## src/rtl/aux_xfer_pkg.sv

```systemverilog
package aux_xfer_pkg;

    localparam int unsigned ADDR_W = 20;

    typedef enum logic [3:0] {
        S_IDLE,
        S_GATHER,
        S_CLEAR,
        S_LOAD,
        S_START,
        S_WAIT_EN,
        S_WAIT_REPLY,
        S_JUDGE,
        S_UNLOAD,
        S_ADVANCE,
        S_FINISH
    } xfer_state_e;

endpackage

```

## src/rtl/aux_chunk_calc.sv

```systemverilog
module aux_chunk_calc #(
    parameter int unsigned LEN_W = 12,
    parameter int unsigned DEPTH = 16,
    localparam int unsigned BLEN_W = $clog2(DEPTH) + 1
) (
    input  logic [LEN_W-1:0]  remain,
    output logic [BLEN_W-1:0] blen,
    output logic              last
);
    // burst size is the smaller of the remaining count and the buffer depth
    always_comb begin
        last = (remain <= LEN_W'(DEPTH));
        if (last) blen = BLEN_W'(remain);
        else      blen = BLEN_W'(DEPTH);
    end
endmodule

```

## src/rtl/aux_stage_buf.sv

```systemverilog
module aux_stage_buf #(
    parameter int unsigned DEPTH = 16,
    localparam int unsigned IDX_W = $clog2(DEPTH)
) (
    input  logic             clk,
    input  logic             we,
    input  logic [IDX_W-1:0] widx,
    input  logic [7:0]       wdata,
    input  logic [IDX_W-1:0] ridx,
    output logic [7:0]       rdata
);
    logic [7:0] ent_w [DEPTH];

    for (genvar e = 0; e < DEPTH; e++) begin : g_ent
        logic [7:0] ent_q;
        always_ff @(posedge clk) begin
            if (we && widx == IDX_W'(e)) ent_q <= wdata;
        end
        assign ent_w[e] = ent_q;
    end

    assign rdata = ent_w[ridx];
endmodule

```

## src/rtl/aux_ms_timer.sv

```systemverilog
module aux_ms_timer #(
    parameter int unsigned CNT_W = 5
) (
    input  logic             clk,
    input  logic             rst_n,
    input  logic             clr,
    input  logic             tick,
    input  logic [CNT_W-1:0] limit,
    output logic             expired
);
    logic [CNT_W-1:0] cnt_q;

    assign expired = !clr && tick && (cnt_q == limit - CNT_W'(1));

    always_ff @(posedge clk) begin
        if (!rst_n || clr) cnt_q <= '0;
        else if (tick && !expired) cnt_q <= cnt_q + CNT_W'(1);
    end


    tmr_range_chk: assert property (@(posedge clk) disable iff (!rst_n)
        !clr |-> cnt_q < limit);
endmodule

```

## src/rtl/aux_burst_xfer.sv

```systemverilog
module aux_burst_xfer
    import aux_xfer_pkg::*;
#(
    parameter int unsigned LEN_W   = 12,
    parameter int unsigned DEPTH   = 16,
    parameter int unsigned TRIES   = 10,
    parameter int unsigned EN_MS   = 20,
    parameter int unsigned RPLY_MS = 10,
    parameter int unsigned STAT_W  = 4,
    localparam int unsigned IDX_W  = $clog2(DEPTH),
    localparam int unsigned BLEN_W = IDX_W + 1,
    localparam int unsigned TRY_W  = $clog2(TRIES + 1),
    localparam int unsigned TMR_W  = $clog2((EN_MS > RPLY_MS ? EN_MS : RPLY_MS) + 1)
) (
    input  logic              clk,
    input  logic              rst_n,
    input  logic              tick_ms,
    input  logic              req_valid,
    output logic              req_ready,
    input  logic              req_write,
    input  logic [ADDR_W-1:0] req_addr,
    input  logic [LEN_W-1:0]  req_len,
    input  logic              wr_valid,
    output logic              wr_ready,
    input  logic [7:0]        wr_data,
    output logic              rd_valid,
    input  logic              rd_ready,
    output logic [7:0]        rd_data,
    output logic              xfer_done,
    output logic              xfer_err,
    output logic              ch_buf_clr,
    output logic [7:0]        ch_addr_lo,
    output logic [7:0]        ch_addr_mid,
    output logic [3:0]        ch_addr_hi,
    output logic [IDX_W+3:0]  ch_cmd,
    output logic              ch_buf_we,
    output logic [IDX_W-1:0]  ch_buf_idx,
    output logic [7:0]        ch_buf_wdata,
    input  logic [7:0]        ch_buf_rdata,
    output logic              ch_start,
    input  logic              ch_busy,
    input  logic              ch_reply,
    output logic              ch_reply_clr,
    input  logic              ch_err,
    output logic              ch_err_clr,
    input  logic [STAT_W-1:0] ch_status
);
    xfer_state_e state_q, state_d;

    logic [ADDR_W-1:0] addr_q;
    logic [LEN_W-1:0]  remain_q;
    logic              wr_q;
    logic              err_q;
    logic [TRY_W-1:0]  tries_q;
    logic [BLEN_W-1:0] idx_q;

    logic [BLEN_W-1:0] blen;
    logic              last_burst;
    logic              last_idx;
    logic [IDX_W-1:0]  blen_m1;
    logic              tmr_clr;
    logic              tmr_exp;
    logic [TMR_W-1:0]  tmr_limit;
    logic              stage_we;
    logic [7:0]        stage_rdata;
    logic              fail_now;
    logic              pass_now;
    logic              give_up;

    // ---------------- sub-blocks ----------------
    aux_chunk_calc #(.LEN_W(LEN_W), .DEPTH(DEPTH)) u_chunk (
        .remain (remain_q),
        .blen   (blen),
        .last   (last_burst)
    );

    assign stage_we = (state_q == S_GATHER) && wr_valid;

    aux_stage_buf #(.DEPTH(DEPTH)) u_stage (
        .clk   (clk),
        .we    (stage_we),
        .widx  (idx_q[IDX_W-1:0]),
        .wdata (wr_data),
        .ridx  (idx_q[IDX_W-1:0]),
        .rdata (stage_rdata)
    );

    // timer runs only while waiting; restarts when busy drops
    assign tmr_clr = !((state_q == S_WAIT_EN && ch_busy) || state_q == S_WAIT_REPLY);
    assign tmr_limit = (state_q == S_WAIT_EN) ? TMR_W'(EN_MS) : TMR_W'(RPLY_MS);

    aux_ms_timer #(.CNT_W(TMR_W)) u_timer (
        .clk     (clk),
        .rst_n   (rst_n),
        .clr     (tmr_clr),
        .tick    (tick_ms),
        .limit   (tmr_limit),
        .expired (tmr_exp)
    );

    // ---------------- attempt verdict ----------------
    assign blen_m1  = IDX_W'(blen - BLEN_W'(1));
    assign last_idx = (idx_q == blen - BLEN_W'(1));

    always_comb begin
        fail_now = 1'b0;
        pass_now = 1'b0;
        unique case (state_q)
            S_WAIT_EN:    fail_now = ch_busy && tmr_exp;
            S_WAIT_REPLY: fail_now = !ch_reply && tmr_exp;
            S_JUDGE: begin
                if (ch_err)                   fail_now = 1'b1;
                else if (ch_status != '0)     fail_now = 1'b1;
                else                          pass_now = 1'b1;
            end
            default: ;
        endcase
    end

    assign give_up = fail_now && (tries_q == TRY_W'(TRIES - 1));

    // ---------------- state register ----------------
    always_ff @(posedge clk) begin
        if (!rst_n) state_q <= S_IDLE;
        else        state_q <= state_d;
    end

    // ---------------- next state ----------------
    always_comb begin
        state_d = state_q;
        unique case (state_q)
            S_IDLE: begin
                if (req_valid) begin
                    if (req_len == '0)  state_d = S_FINISH;
                    else if (req_write) state_d = S_GATHER;
                    else                state_d = S_CLEAR;
                end
            end
            S_GATHER:     if (wr_valid && last_idx) state_d = S_CLEAR;
            S_CLEAR:      state_d = wr_q ? S_LOAD : S_START;
            S_LOAD:       if (last_idx) state_d = S_START;
            S_START:      state_d = S_WAIT_EN;
            S_WAIT_EN: begin
                if (!ch_busy)     state_d = S_WAIT_REPLY;
                else if (fail_now) state_d = give_up ? S_FINISH : S_CLEAR;
            end
            S_WAIT_REPLY: begin
                if (ch_reply)      state_d = S_JUDGE;
                else if (fail_now) state_d = give_up ? S_FINISH : S_CLEAR;
            end
            S_JUDGE: begin
                if (fail_now)      state_d = give_up ? S_FINISH : S_CLEAR;
                else if (pass_now) state_d = wr_q ? S_ADVANCE : S_UNLOAD;
            end
            S_UNLOAD:     if (rd_ready && last_idx) state_d = S_ADVANCE;
            S_ADVANCE: begin
                if (last_burst) state_d = S_FINISH;
                else            state_d = wr_q ? S_GATHER : S_CLEAR;
            end
            S_FINISH:     state_d = S_IDLE;
            default:      state_d = S_IDLE;
        endcase
    end

    // ---------------- datapath registers ----------------
    always_ff @(posedge clk) begin
        if (!rst_n) begin
            addr_q   <= '0;
            remain_q <= '0;
            wr_q     <= 1'b0;
            err_q    <= 1'b0;
            tries_q  <= '0;
            idx_q    <= '0;
        end else begin
            if (state_q == S_IDLE && req_valid) begin
                addr_q   <= req_addr;
                remain_q <= req_len;
                wr_q     <= req_write;
                err_q    <= 1'b0;
                tries_q  <= '0;
                idx_q    <= '0;
            end
            if (state_q == S_GATHER && wr_valid)
                idx_q <= last_idx ? '0 : idx_q + BLEN_W'(1);
            if (state_q == S_CLEAR)
                idx_q <= '0;
            if (state_q == S_LOAD)
                idx_q <= idx_q + BLEN_W'(1);
            if (fail_now) begin
                if (give_up) err_q   <= 1'b1;
                else         tries_q <= tries_q + TRY_W'(1);
            end
            if (pass_now)
                idx_q <= '0;
            if (state_q == S_UNLOAD && rd_ready)
                idx_q <= idx_q + BLEN_W'(1);
            if (state_q == S_ADVANCE) begin
                addr_q   <= addr_q + ADDR_W'(blen);
                remain_q <= remain_q - LEN_W'(blen);
                tries_q  <= '0;
                idx_q    <= '0;
            end
        end
    end

    // ---------------- outputs ----------------
    always_comb begin
        req_ready    = 1'b0;
        wr_ready     = 1'b0;
        rd_valid     = 1'b0;
        xfer_done    = 1'b0;
        xfer_err     = 1'b0;
        ch_buf_clr   = 1'b0;
        ch_buf_we    = 1'b0;
        ch_start     = 1'b0;
        ch_reply_clr = 1'b0;
        ch_err_clr   = 1'b0;
        unique case (state_q)
            S_IDLE:       req_ready = 1'b1;
            S_GATHER:     wr_ready = 1'b1;
            S_CLEAR:      ch_buf_clr = 1'b1;
            S_LOAD:       ch_buf_we = 1'b1;
            S_START:      ch_start = 1'b1;
            S_WAIT_REPLY: ch_reply_clr = ch_reply;
            S_JUDGE:      ch_err_clr = ch_err;
            S_UNLOAD:     rd_valid = 1'b1;
            S_FINISH: begin
                xfer_done = 1'b1;
                xfer_err  = err_q;
            end
            default: ;
        endcase
    end

    assign rd_data      = ch_buf_rdata;
    assign ch_buf_idx   = idx_q[IDX_W-1:0];
    assign ch_buf_wdata = stage_rdata;
    assign ch_addr_lo   = addr_q[7:0];
    assign ch_addr_mid  = addr_q[15:8];
    assign ch_addr_hi   = addr_q[19:16];
    assign ch_cmd       = {blen_m1, 1'b1, 2'b00, !wr_q};

    // ---------------- assertions ----------------

    done_pulse_chk: assert property (@(posedge clk) disable iff (!rst_n)
        xfer_done |=> !xfer_done);


    zero_len_chk: assert property (@(posedge clk) disable iff (!rst_n)
        (req_valid && req_ready && req_len == '0) |=> (xfer_done && !xfer_err));


    reply_clr_chk: assert property (@(posedge clk) disable iff (!rst_n)
        ch_reply_clr |-> ch_reply);


    err_clr_chk: assert property (@(posedge clk) disable iff (!rst_n)
        ch_err_clr |=> (ch_buf_clr || xfer_done));


    tries_bound_chk: assert property (@(posedge clk) disable iff (!rst_n)
        tries_q < TRY_W'(TRIES));


    rd_hold_chk: assert property (@(posedge clk) disable iff (!rst_n)
        (rd_valid && !rd_ready) |=> (rd_valid && $stable(ch_buf_idx)));


    en_timeout_chk: assert property (@(posedge clk) disable iff (!rst_n)
        (state_q == S_WAIT_EN && ch_busy && tmr_exp) |=> (ch_buf_clr || xfer_done));


    reply_timeout_chk: assert property (@(posedge clk) disable iff (!rst_n)
        (state_q == S_WAIT_REPLY && !ch_reply && tmr_exp) |=> (ch_buf_clr || xfer_done));
endmodule

```

## config.mk

```make
export PLATFORM = sky130hd
export DESIGN_NAME = aux_burst_xfer
export DESIGN_NICKNAME = d
export VERILOG_FILES = /design/src/rtl/aux_xfer_pkg.sv /design/src/rtl/aux_chunk_calc.sv /design/src/rtl/aux_stage_buf.sv /design/src/rtl/aux_ms_timer.sv /design/src/rtl/aux_burst_xfer.sv
export SDC_FILE = /design/constraint.sdc
export NUM_CORES = 1
export LEC_CHECK = 0
export ABC_AREA = 0
export BUFFER_PORTS_ARGS = -buffer_cell sky130_fd_sc_hd__buf_2
export CORE_MARGIN = 3
export CORE_UTILIZATION = 52
export DETAILED_ROUTE_END_ITERATION = 12
export GPL_TIMING_DRIVEN = 1
export HOLD_SLACK_MARGIN = 0.05
export PLACE_DENSITY = 0.73
export SLEW_MARGIN = 25
export SYNTH_ARGS = -nofsm -noshare
export SYNTH_HDL_FRONTEND = slang
export SYNTH_SLANG_ARGS = --single-unit
```

## constraint.sdc

```tcl
create_clock -name clk -period 4.33 [get_ports clk]
set_clock_uncertainty 0.05 [all_clocks]
set_input_delay 0.6495 -clock clk [delete_from_list [all_inputs] [get_ports clk]]
set_output_delay 0.6495 -clock clk [all_outputs]
set_load 0.01 [all_outputs]
```

==> results.sh <==
export IMPL_port_buffers=100
export IMPL_cp_max_fo=9
export IMPL_drc=0
export IMPL_rsz0062_at_grt="no"
export IMPL_fmax_mhz=283
export IMPL_final_common_cell="edfxtp_1"
export IMPL_grtUsageTotal=0.212
export IMPL_drive_gt1_frac=0.260
export IMPL_ctsResizeCount=0
export IMPL_drv_cap=0
export IMPL_die_w_um=135
export IMPL_synth_cell_type_count=76
export IMPL_yosys_area_top_type_share=0.446
export IMPL_cts_htree_levels=4
export IMPL_dr_pass1_iters=7
export IMPL_timing_hold_ws_ns=0.420
export IMPL_grt_pass1_wl_um=30200
export IMPL_crit_path_max_incr_delay_ns=0.63
export IMPL_final_util=0.608
export IMPL_multiInputGateArea_um2=3370
export IMPL_netlist_area_um2=8620
export IMPL_register_area_um2=4890
export IMPL_die_area_um2=18200
export IMPL_ir_drop_uv=321
export IMPL_cts_setup_buffers=0
export IMPL_worst_pin_slew_ns=0.999
export IMPL_path_clk_slew_ns=0.07
export IMPL_path_class="reg -> reg"
export IMPL_syn_to_final_growth_pct=13.4
export IMPL_grt_pass1_vias=5775
export IMPL_hold_buffers=0
export IMPL_numCtsBuffers=17
export IMPL_overflow=0
export IMPL_finalCritPeriodShare=0.815
export IMPL_antenna_found_initial=0
export IMPL_slew_violations=0
export IMPL_power_density_nw_per_um2=523
export IMPL_synth_avg_cell_area_um2=12.7
export IMPL_final_cell_mix="edfxtp_1, buf_2, nor2_1, nand2_1, dfxtp_1"
export IMPL_synth_async_reset_ratio=0
export IMPL_hold_class="reg -> reg"
export IMPL_ys_seq_elements=180
export IMPL_die_y_um=135
export IMPL_critPathSlowestCell="nor3b_1"
export IMPL_ys_seq_area_frac=0.567
export IMPL_cts_root_buf="clkbuf_16"
export IMPL_fin_crit_ns=3.53
export IMPL_critPathTopFamily="simple AND/OR/NAND/NOR gates"
export IMPL_fin_tns_setup_ns=0
export IMPL_synthTopCellsByArea="edfxtp_1, dfxtp_1, mux4_2"
export IMPL_post_dp_hpwl_um=13300
export IMPL_grt_max_degree=31
export IMPL_hold_viol=0
export IMPL_synth_largest_area_cell="edfxtp_1"
export IMPL_ys_warn_count=0
export IMPL_viasPerCell=6.04
export IMPL_n_antenna_cell=0
export IMPL_dr_first_iter_drc_count=547
export IMPL_placed_area_um2=9190
export IMPL_critical_path_required_ns=4.55
export IMPL_start_util=0.537
export IMPL_path_cells="nor4_2 -> buf_4 -> and2_1 -> a21boi_2 -> and2_1 -> ha_1 -> a21o_1 -> a21oi_1 -> o21bai_1 -> a21o_1 -> nor3b_1 -> and4b_1 -> nor3_1"
export IMPL_finalWirelength_um=18900
export IMPL_clkLatencyLatePin_ns=0.42
export IMPL_ant_nets=0
export IMPL_fill_cells=1227
export IMPL_vias=5982
export IMPL_cts_tree="yes"
export IMPL_p_leak_uw=0.00346
export IMPL_cts_sinks=180
export IMPL_rows=46
export IMPL_ys_flop_type="edfxtp_1"
export IMPL_cp_arrival_ns=3.74
export IMPL_clock_path_buffers=2
export IMPL_avgRoutedWirePerCell_um=19.1
export IMPL_gp_congestion=0.920
export IMPL_crit_path_start_kind="flop"
export IMPL_synth_edf_count=128
export IMPL_top_level_ports=120
export IMPL_endpoint_kind="flop"
export IMPL_crit_buf_inv=1
export IMPL_fin_area_um2=9770
export IMPL_relSlewSlack=0.333
export IMPL_status="finished clean"
export IMPL_core_um2=16100
export IMPL_final_nets=840
export IMPL_setup_violations_final=0
export IMPL_syn_inst=681
## where the power goes
part           total [uW]  internal, uW  switching (uW)
logic                1480           672             805
registers            2120          1950             177
clock network        1510           858             652
total                5110          3480            1630
## synth_stat cells, types with 6 or more instances
master,n
buf_4,18
ha_1,14
and3_1,6
nand2_1,52
a21oi_1,37
buf_2,10
inv_1,17
o21ai_0,21
edfxtp_1,128
clkbuf_1,16
a31oi_1,7
and2_1,17
dfxtp_1,52
nand3_1,16
mux4_2,40
xor2_1,10
mux2i_1,6
nor2_1,54
nor3_1,23
nand4_1,9
## worst paths after layout
kind                    start          to  slack [ns]  cells after the start
setup / recovery  remain_q[7]  addr_q[17]        0.80                     13
hold / removal          err_q       err_q        0.42                      2
setup reg to reg  remain_q[7]  addr_q[17]        0.80                     13
hold reg to reg         err_q       err_q        0.42                      2
## tightest hold or removal path, stage by stage (launching register included)
cell,delay [ns]
dfxtp_1,0.32
nand2_1,0.05
a21oi_1,0.05
## per-stage QoR
step           cells  worst slack [ns]  total power [uW]
3_3_place_gp     960             0.963              3590
4_1_cts          990             0.825              5130
5_1_grt          990             0.453              5360
3_5_place_dp     960             0.829              3620
2_1_floorplan    683              1.13              3220
6_report         990             0.802              5110
## per-layer routing
layer  GRT usage  routed length [um]  vias up
met4      0.0662                 242        0
met2       0.339                9220      280
met1       0.297                8200     2909
li1            -                   -     2771
met5           0                   0        -
met3      0.0414                1230       22
## state kept, by name, summed over array words and instances, names as in the netlist
name and cells:
u_stage.g_ent.ent_q 128, remain_q 12, wr_q 1, state_q 4, addr_q 20, err_q 1
idx_q 5, u_timer.cnt_q 5, tries_q 4
## area by class of cell
type | count | share of cell area
inverter | 17 | 0.00653
clock inverter | 12 | 0.0150
clock buffer | 18 | 0.0439
multi-input combinational | 435 | 0.345
timing repair buffer | 112 | 0.0617
sequential | 180 | 0.500
tap | 216 | 0.0277
## cell families after synthesis
group                    share of synthesized area
adder cells (fa/ha/maj)                     0.0226
multiplexers                                 0.114
buffers and inverters                       0.0430
XOR/XNOR                                    0.0152
AND/OR/NAND/NOR                              0.146
AO/OA/AOI/OAI                               0.0916
flip-flops                                   0.567
other                                     0.000871
(Power assumes the default switching activity.)
